## src/rtl/wbuf_pkg.sv

```systemverilog
`timescale 1ns/1ps
package wbuf_pkg;
  typedef enum logic {
    WB_FORWARD     = 1'b0,
    WB_FLUSH_FIRST = 1'b1
  } wb_mode_e;
endpackage

```

## src/rtl/wbuf_store.sv

```systemverilog
`timescale 1ns/1ps
// Circular entry store with head/tail pointers and an occupancy count.
module wbuf_store #(
  parameter int DEPTH = 4,
  parameter int AW    = 16,
  parameter int DW    = 32,
  localparam int SW   = DW / 8,
  localparam int PW   = $clog2(DEPTH),
  localparam int CW   = $clog2(DEPTH + 1)
) (
  input  logic                          clk,
  input  logic                          rst_n,
  input  logic                          push,
  input  logic [AW-1:0]                 push_addr,
  input  logic [DW-1:0]                 push_data,
  input  logic [SW-1:0]                 push_strb,
  input  logic                          pop,
  output logic [DEPTH-1:0][AW-1:0]      ent_addr,
  output logic [DEPTH-1:0][DW-1:0]      ent_data,
  output logic [DEPTH-1:0][SW-1:0]      ent_strb,
  output logic [PW-1:0]                 head_ptr,
  output logic [CW-1:0]                 count
);

  logic [PW-1:0] tail_ptr;

  function automatic logic [PW-1:0] bump(input logic [PW-1:0] p);
    return (p == PW'(DEPTH - 1)) ? '0 : p + 1'b1;
  endfunction

  // Payload storage needs no reset: occupancy qualifies every read.
  always_ff @(posedge clk) begin
    if (push) begin
      ent_addr[tail_ptr] <= push_addr;
      ent_data[tail_ptr] <= push_data;
      ent_strb[tail_ptr] <= push_strb;
    end
  end

  always_ff @(posedge clk or negedge rst_n) begin
    if (!rst_n) begin
      tail_ptr <= '0;
      head_ptr <= '0;
      count    <= '0;
    end else begin
      if (push) tail_ptr <= bump(tail_ptr);
      if (pop)  head_ptr <= bump(head_ptr);
      case ({push, pop})
        2'b10:   count <= count + 1'b1;
        2'b01:   count <= count - 1'b1;
        default: count <= count;
      endcase
    end
  end

endmodule

```

## src/rtl/wbuf_search.sv

```systemverilog
`timescale 1ns/1ps
// Associative lookup over all live entries plus the incoming store,
// resolved per byte with the youngest writer winning.
module wbuf_search #(
  parameter int DEPTH = 4,
  parameter int AW    = 16,
  parameter int DW    = 32,
  localparam int SW   = DW / 8,
  localparam int PW   = $clog2(DEPTH),
  localparam int CW   = $clog2(DEPTH + 1)
) (
  input  logic [DEPTH-1:0][AW-1:0] ent_addr,
  input  logic [DEPTH-1:0][DW-1:0] ent_data,
  input  logic [DEPTH-1:0][SW-1:0] ent_strb,
  input  logic [PW-1:0]            head_ptr,
  input  logic [CW-1:0]            count,
  input  logic                     new_vld,
  input  logic [AW-1:0]            new_addr,
  input  logic [DW-1:0]            new_data,
  input  logic [SW-1:0]            new_strb,
  input  logic [AW-1:0]            look_addr,
  input  logic [DW-1:0]            base_data,
  output logic [DW-1:0]            merged,
  output logic                     hit
);

  // Entries rearranged by age: index 0 is the oldest.
  logic [DEPTH-1:0]          match_age;
  logic [DEPTH-1:0][DW-1:0]  data_age;
  logic [DEPTH-1:0][SW-1:0]  strb_age;
  logic                      new_match;

  for (genvar k = 0; k < DEPTH; k++) begin : g_age
    logic [PW:0]   raw;
    logic [PW-1:0] idx;
    logic          live;
    assign raw  = {1'b0, head_ptr} + (PW+1)'(k);
    assign idx  = (raw >= (PW+1)'(DEPTH)) ? PW'(raw - (PW+1)'(DEPTH)) : PW'(raw);
    assign live = CW'(k) < count;
    assign match_age[k] = live && (ent_addr[idx] == look_addr);
    assign data_age[k]  = ent_data[idx];
    assign strb_age[k]  = ent_strb[idx];
  end

  assign new_match = new_vld && (new_addr == look_addr);

  for (genvar b = 0; b < SW; b++) begin : g_byte
    logic [7:0] byte_v;
    always_comb begin
      byte_v = base_data[b*8 +: 8];
      for (int k = 0; k < DEPTH; k++) begin
        if (match_age[k] && strb_age[k][b]) byte_v = data_age[k][b*8 +: 8];
      end
      if (new_match && new_strb[b]) byte_v = new_data[b*8 +: 8];
    end
    assign merged[b*8 +: 8] = byte_v;
  end

  assign hit = (|match_age) || new_match;

endmodule

```

## src/rtl/wbuf_fwd.sv

```systemverilog
`timescale 1ns/1ps
// Posted-store buffer: FIFO drain to memory, read-miss forwarding or flush-first.
module wbuf_fwd
  import wbuf_pkg::*;
#(
  parameter int       DEPTH = 4,
  parameter int       AW    = 16,
  parameter int       DW    = 32,
  parameter wb_mode_e MODE  = WB_FORWARD,
  localparam int      SW    = DW / 8,
  localparam int      PW    = $clog2(DEPTH),
  localparam int      CW    = $clog2(DEPTH + 1)
) (
  input  logic          clk,
  input  logic          rst_n,
  input  logic          st_valid,
  output logic          st_ready,
  input  logic [AW-1:0] st_addr,
  input  logic [DW-1:0] st_data,
  input  logic [SW-1:0] st_strb,
  output logic          mem_valid,
  input  logic          mem_ready,
  output logic [AW-1:0] mem_addr,
  output logic [DW-1:0] mem_data,
  output logic [SW-1:0] mem_strb,
  input  logic [AW-1:0] rd_addr,
  input  logic [DW-1:0] rd_mem_data,
  output logic [DW-1:0] rd_data,
  output logic          rd_hit,
  output logic          rd_go
);

  logic [DEPTH-1:0][AW-1:0] ent_addr;
  logic [DEPTH-1:0][DW-1:0] ent_data;
  logic [DEPTH-1:0][SW-1:0] ent_strb;
  logic [PW-1:0]            head_ptr;
  logic [CW-1:0]            count;
  logic                     st_fire;
  logic                     mem_fire;

  assign st_ready  = (count != CW'(DEPTH));
  assign mem_valid = (count != '0);
  assign st_fire   = st_valid && st_ready;
  assign mem_fire  = mem_valid && mem_ready;

  wbuf_store #(.DEPTH(DEPTH), .AW(AW), .DW(DW)) u_store (
    .clk       (clk),
    .rst_n     (rst_n),
    .push      (st_fire),
    .push_addr (st_addr),
    .push_data (st_data),
    .push_strb (st_strb),
    .pop       (mem_fire),
    .ent_addr  (ent_addr),
    .ent_data  (ent_data),
    .ent_strb  (ent_strb),
    .head_ptr  (head_ptr),
    .count     (count)
  );

  assign mem_addr = ent_addr[head_ptr];
  assign mem_data = ent_data[head_ptr];
  assign mem_strb = ent_strb[head_ptr];

  if (MODE == WB_FORWARD) begin : g_forward
    wbuf_search #(.DEPTH(DEPTH), .AW(AW), .DW(DW)) u_search (
      .ent_addr  (ent_addr),
      .ent_data  (ent_data),
      .ent_strb  (ent_strb),
      .head_ptr  (head_ptr),
      .count     (count),
      .new_vld   (st_fire),
      .new_addr  (st_addr),
      .new_data  (st_data),
      .new_strb  (st_strb),
      .look_addr (rd_addr),
      .base_data (rd_mem_data),
      .merged    (rd_data),
      .hit       (rd_hit)
    );
    assign rd_go = 1'b1;
  end else begin : g_flush
    // Memory is only trusted once nothing is pending or arriving.
    assign rd_data = rd_mem_data;
    assign rd_hit  = 1'b0;
    assign rd_go   = (count == '0) && !st_valid;
  end

endmodule

```

## config.mk

```make
export PLATFORM = sky130hd
export DESIGN_NAME = wbuf_fwd
export DESIGN_NICKNAME = d
export VERILOG_FILES = /design/src/rtl/wbuf_pkg.sv /design/src/rtl/wbuf_store.sv /design/src/rtl/wbuf_search.sv /design/src/rtl/wbuf_fwd.sv
export SDC_FILE = /design/constraint.sdc
export NUM_CORES = 1
export LEC_CHECK = 0
export ABC_AREA = 1
export BUFFER_PORTS_ARGS = -buffer_cell sky130_fd_sc_hd__clkbuf_2
export CORE_MARGIN = 4
export CORE_UTILIZATION = 42
export DETAILED_ROUTE_END_ITERATION = 16
export GPL_TIMING_DRIVEN = 0
export PLACE_DENSITY = 0.71
export SLEW_MARGIN = 20
export SYNTH_ARGS = -nofsm -noshare
export SYNTH_HDL_FRONTEND = slang
export SYNTH_HIERARCHICAL = 1
export SYNTH_SLANG_ARGS = --single-unit
```

## constraint.sdc

```tcl
create_clock -name clk -period 7.2 [get_ports clk]
set_input_delay 0.72 -clock clk [delete_from_list [all_inputs] [get_ports clk]]
set_output_delay 0.72 -clock clk [all_outputs]
set_load 0.005 [all_outputs]
```

# Word-level counts from Yosys, hierarchy flattened
# Cells that the tools add are included.
# word_totals
reg_bits	215
inputBits	104
out_inout_bits	88
# classes
addsub	11
order_cmp	15
eq_ne	10
muxes	66
n_reduce_logical	32
# ops
operator	n
$bmux W32 S2	5
$mux W32	6
$bmux W16 S2	5
$mux W8	20
$bwmux W128	1
$mux W16	6
$eq A16 B16 Y1	5
$bwmux W64	1
$demux W32 S2	1
$bmux W4 S2	5
$demux W16 S2	1
$logic_and A1 B1 Y1	28
$mux W4	6
$lt A2 B3 Y1 const B	6
$bwmux W16	1
$mux W2	6
$ge A3 B3 Y1 const B	3
$demux W4 S2	1
$sub A2 B1 Y2 const B	4
$add A2 B2 Y3 const B	2
$eq A2 B2 Y1 const B	3
$lt A1 B3 Y1 const A	2
$lt A2 B3 Y1 const A	2
$pmux W3 S2	1
12 further kinds	13

# Depth between registers and ports, before layout
# depth
word_depth	12
mapped_depth	21
depth_no_buf	19

# By module
# Netlist, hierarchy kept.
# by_module_without_submodules
module	instances	cells_each	area_each_um2	seq_area_each_um2
wbuf_search	1	1978	8784.7	0.0
wbuf_store	1	258	6690.2	6421.2
wbuf_fwd	1	616	2542.4	0.0

# Worst setup path after synthesis
# No wires, ideal clock.
# synth_timing
path_type	input-to-output
from	input port st_valid
to	output port rd_data[13]
arrival_ns	2.402
required_time_ns	6.480
slack_ns	4.078
cell_stages	9
path_cell_list	a21boi_0 o21ai_0 nor4_1 nand3_1 nor3b_2 clkbuf_1 a21oi_1 nand2_1 nand2_1
# synth_via
elab_chain_len	4
# synth_rtl
item	line_no	source
from (decl)	wbuf_fwd.sv:16	input logic st_valid,
$logic_and A1 B1 Y1	wbuf_fwd.sv:43	assign st_fire = st_valid && st_ready;
$logic_and A1 B1 Y1	wbuf_search.sv:45	assign new_match = new_vld && (new_addr == look_addr);
$logic_and A1 B1 Y1	wbuf_search.sv:54	if (new_match && new_strb[b]) byte_v = new_data[b*8 +: 8];
$mux W8	wbuf_search.sv:54	
to (decl)	wbuf_fwd.sv:28	output logic [DW-1:0] rd_data,
# Every way passes these cells.

# Worst setup path in the final report
# layout_timing
from	register u_store.count[0]
to	output port rd_data[18]
# layout_via
elab_cells_between_ends	21
# layout_rtl
item	line_no	source
from (decl)	wbuf_store.sv:22	output logic [CW-1:0] count
from (signal assigned)	wbuf_store.sv:49	2'b10: count <= count + 1'b1;
from (signal assigned)	wbuf_store.sv:50	2'b01: count <= count - 1'b1;
from (signal assigned)	wbuf_store.sv:51	default: count <= count;
$ne A3 B3 Y1	wbuf_fwd.sv:41	assign st_ready = (count != CW'(DEPTH));
$logic_and A1 B1 Y1	wbuf_fwd.sv:43	
via st_fire	wbuf_fwd.sv:38	logic st_fire;
$logic_and A1 B1 Y1	wbuf_search.sv:45	
$logic_and A1 B1 Y1	wbuf_search.sv:54	
$mux W8	wbuf_search.sv:54	
# The timed path passes the listed nets, and every way through them passes these cells.

==> reports/results.tsv <==
stage	metric	value	unit
sta	RSZ-0062 raised after global routing	no	
synth	mapped cell area	18000	um^2
power_and_ir_drop	switching power of the nets	0.00509	W
sta	fin crit period	5.57	ns
power_and_ir_drop	Pwr per Cell Area	447	nW/um^2
sta	Max Clock Freq	0.180	GHz
synth	Synth Instances	2852	
final_layout	Util after Layout	49.0	%
final_layout	area grow syn2layout	14.7	%
die	DIE WIDTH	215	um
power_and_ir_drop	Seq pwr share	19.9	%
final_layout	share of layout cells above drive strength 1	12.0	%
outcome	run status	finished clean	
global_route	vias in the first global route	18400	
global_route	initial antenna violation count	5	
worst_setup_path	critical path data required time	6.48	ns
drt	via count	20300	
drt	DR WL/cell	20.9	um
sta	Final Max Slew Viols	0	
power_and_ir_drop	Internal	0.00415	W
sta	Worst Max-Slew Pin Slew	0.909	ns
power_and_ir_drop	clock share of power	15.3	%
worst_setup_path	Worst EP arrival	4.85	ns
worst_setup_path	CP endpoint kind	primary output	
cts	CTS tree	done	
sta	Final Hold Fails	0	
cts	CTS buffer count	27	
worst_setup_path	Slowest Stage Delay on Critical Path	0.80	ns
drt	Initial DRT Pass Iterations	6	
die	total die area	46300	um^2
cts	Root Driver	clkbuf_16	
power_and_ir_drop	Lkg Pwr	10.7	nW
placed_design	Post-DP HPWL	56100	um
die	die height	215	um
worst_setup_path	Crit Path Max Fanout	10	
cts	clock sink total	215	
synth	Yosys top cell by area	edfxtp_1	
synth	Synth Warn #	6	
cts	clock-pin slew on the worst setup and hold paths	0.06	ns
placed_design	GP Congestion	1.05	
synth	Top FF cell, synth	edfxtp_1	
placed_design	number of buffers added on ports	188	
die	core area	42100	um^2
synth	EDFF count, synth	208	
sta	Slew HR	39.2	%
synth	number of library cell types mapped by synthesis	49	
sta	Final setup viols	0	
worst_setup_path	Worst Reg-to-Reg Cells	6	
die	io pins	192	
synth	Yosys top cell area share	34.7	%
global_route	residual overflow from global routing	0	
global_route	first-pass GRT wire length	112000	um
worst_hold_path	HP Class	input pin to register	
cts	Clock Latency Late Sink	0.59	ns
synth	sequential fraction of the synthesis area	35.6	%
sta	setup tns final	0	ns
sta	Final period util	77.3	%
synth	syn_area_per_cell	6.32	um^2
drt	DRC Markers	0	
cts	Longest Clk Path Bufs	3	
sta	Clock Skew	0.00809	ns
drt	Post-DRT Antenna Nets	0	
global_route	largest net degree at the start of global routing	44	
drt	WL final	76100	um
power_and_ir_drop	Net Sw Frac	55.1	%
power_and_ir_drop	VDD IR-drop max	0.233	mV
worst_setup_path	nature of the critical path startpoint	register	
worst_setup_path	crit-path cells	nor2_1 -> a21boi_0 -> o21ai_0 -> nor4_1 -> nand3_1 -> nor3b_2 -> clkbuf_1 -> nand2_1 -> nand2_1 -> clkbuf_2	
run	max cap viols	0	
final_layout	Filler Cell Count	4348	
worst_setup_path	critical path class	register to primary output	
global_route	Total GRT Usage	31.4	%
cts	CTS resizes	0	
worst_setup_path	beginning of the critical path	u_store/count[0]$_DFFE_PN0P_	
die	initial core utilization	42.8	%
die	# rows	75	
synth	Async S/R FF share, synth	3.26	%
worst_hold_path	hold path start	st_strb[2]	
worst_hold_path	Worst Hold Depth	1	
drt	DRT iter0 DRCs	2702	
worst_setup_path	RR Startpoint	u_store/count[0]$_DFFE_PN0P_	
synth	Mapped Nets	2963	
synth	most area-consuming cells after synthesis	edfxtp_1 35%, nand2_1 27%, nand3_1 8.1%	
worst_setup_path	Worst path most repeated cell	nand2_1	
worst_setup_path	critical path's slowest cell	nor3b_2	
final_layout	Nets	3185	
cts	H-tree levels	1	
power_and_ir_drop	Comb pwr share	64.8	%
drt	DR vias/cell	5.58	
synth	Yosys reg bits	215	
power groups by stage:
stage | registers (W) | clock network (W) | logic [W]
final | 0.00184 | 0.00141 | 0.00598
after global routing | 0.00187 | 0.00149 | 0.00643
after CTS | 0.00184 | 0.00143 | 0.00576
after detailed placement | 0.00186 | 0 | 0.00574
after global placement | 0.00188 | 0 | 0.00567
after floorplan | 0.00181 | 0 | 0.00364
registers in the layout, summed over array words and instances, names as in the netlist:
| register | flops |
|---|---|
| u_store/ent_addr | 64 |
| u_store/ent_data | 128 |
| u_store/tail_ptr | 2 |
| u_store/count | 3 |
| u_store/head_ptr | 2 |
| u_store/ent_strb | 16 |
per-layer routing:
metal	up-vias	wire, um	global-route usage [%]	part of all wire (%)
li1	9526	-	-	-
met1	9168	29900	41.9	39
met2	1319	32600	48.5	43
met3	265	9490	7.64	12
met4	4	4130	14.2	5.4
met5	-	21	0	0.028
cells by family (layout without fill, tap and decap cells):
family / count (synthesis) / in the layout / share of synthesized area (%)
DFF: 215 / 215 / 35.6
adders and majority gates: 7 / 7 / 0.528
xor gates and xnor gates: 20 / 20 / 0.972
buffers and inverters: 520 / 762 / 12.5
other: 1 / 4 / 0.0208
and+or+nand+nor: 1810 / 1810 / 42.1
AOI/OAI and AO/OA: 279 / 279 / 8.23
synthesized netlist by cell type, drive strengths merged (2+ instances only):
master and count:
a21oi 43, nor3 7, dfrtp 7, a31oi 19, nand4 64, clkbuf 47
o22ai 6, buf 103, clkinv 4, a211oi 3, edfxtp 208, xnor2 3
o21ai 201, a21boi 2, nor3b 4, ha 6, xor2 17, nor2 138
nand2 1297, inv 366, nand3 294, or2 2, nor4 3
critical path: cells and delay by family, from the launching register on:
family / cells / cell delay (ns)
and+or+nand+nor: 6 / 1.95
AOI/OAI and AO/OA: 2 / 0.89
DFF: 1 / 0.50
buffers and inverters: 2 / 0.89
final timing paths:
check / slack, ns / endpoint
hold / removal: 0.36 / u_store/ent_strb[10]$_DFFE_PP_
setup / recovery: 1.63 / rd_data[18]
hold reg to reg: 0.55 / u_store/tail_ptr[0]$_DFFE_PN0P_
max in group asynchronous: 6.51 / u_store/head_ptr[1]$_DFFE_PN0P_
setup reg to reg: 4.55 / u_store/ent_data[3]$_DFFE_PP_
min in group asynchronous: 0.51 / u_store/tail_ptr[0]$_DFFE_PN0P_
placed cells by master, fill, tap and decap left out, types with 5 or more instances in the layout:
master     netlist  layout
o21ai_0        192     192
nor2_4           7       7
a31oi_1         19      19
nor2_2          12      12
inv_2            5       5
clkbuf_1        47      54
ha_1             6       6
nor2_1         119     119
buf_2           45      45
buf_4           17      17
xor2_1          17      17
clkbuf_2         0     188
a21oi_1         42      42
buf_6           21      21
o21ai_2          5       5
nand4_1         60      60
buf_1           18      18
o22ai_1          6       6
nand2_1       1290    1290
inv_4            1       5
nand3_1        293     293
clkbuf_16        0      27
inv_1          360     356
edfxtp_1       208     208
clkinv_1         4       9
dfrtp_1          7       7
nand2_2          5       5
per-stage QoR:
| stage | hold slack [ns] | area [um^2] | worst slack (ns) | total power [W] | instances |
|---|---|---|---|---|---|
| 6_report | 0.364 | 20700 | 1.63 | 0.00924 | 3636 |
| 5_1_grt | 0.359 | 20700 | 1.50 | 0.00979 | 3635 |
| 4_1_cts | 0.349 | 20700 | 1.83 | 0.00902 | 3633 |
| 3_5_place_dp | 0.540 | 19700 | 2.30 | 0.00760 | 3583 |
| 3_3_place_gp | 0.541 | 19600 | 2.24 | 0.00755 | 3579 |
| 2_1_floorplan | 0.424 | 18000 | 4.08 | 0.00545 | 2852 |
final cells by class:
type / instances / area [um^2] / share of cell area [%]
Clock inverter: 15 / 200 / 0.969
Multi-Input combinational cell: 2117 / 9340 / 45.2
Inverter: 370 / 1400 / 6.78
Timing Repair Buffer: 193 / 1050 / 5.10
Antenna cell: 3 / 7.51 / 0.0363
Clock buffer: 34 / 702 / 3.40
Sequential cell: 215 / 6420 / 31.1
Tap cell: 539 / 674 / 3.26
Buffer: 150 / 863 / 4.18
what timing repair did:
item | in CTS | in global routing
hold buffers | 1 | 0
setup buffers | 0 | 0
endpoints found under the hold margin | 7 | 0
Note: power is estimated with default switching activity, not from simulation.
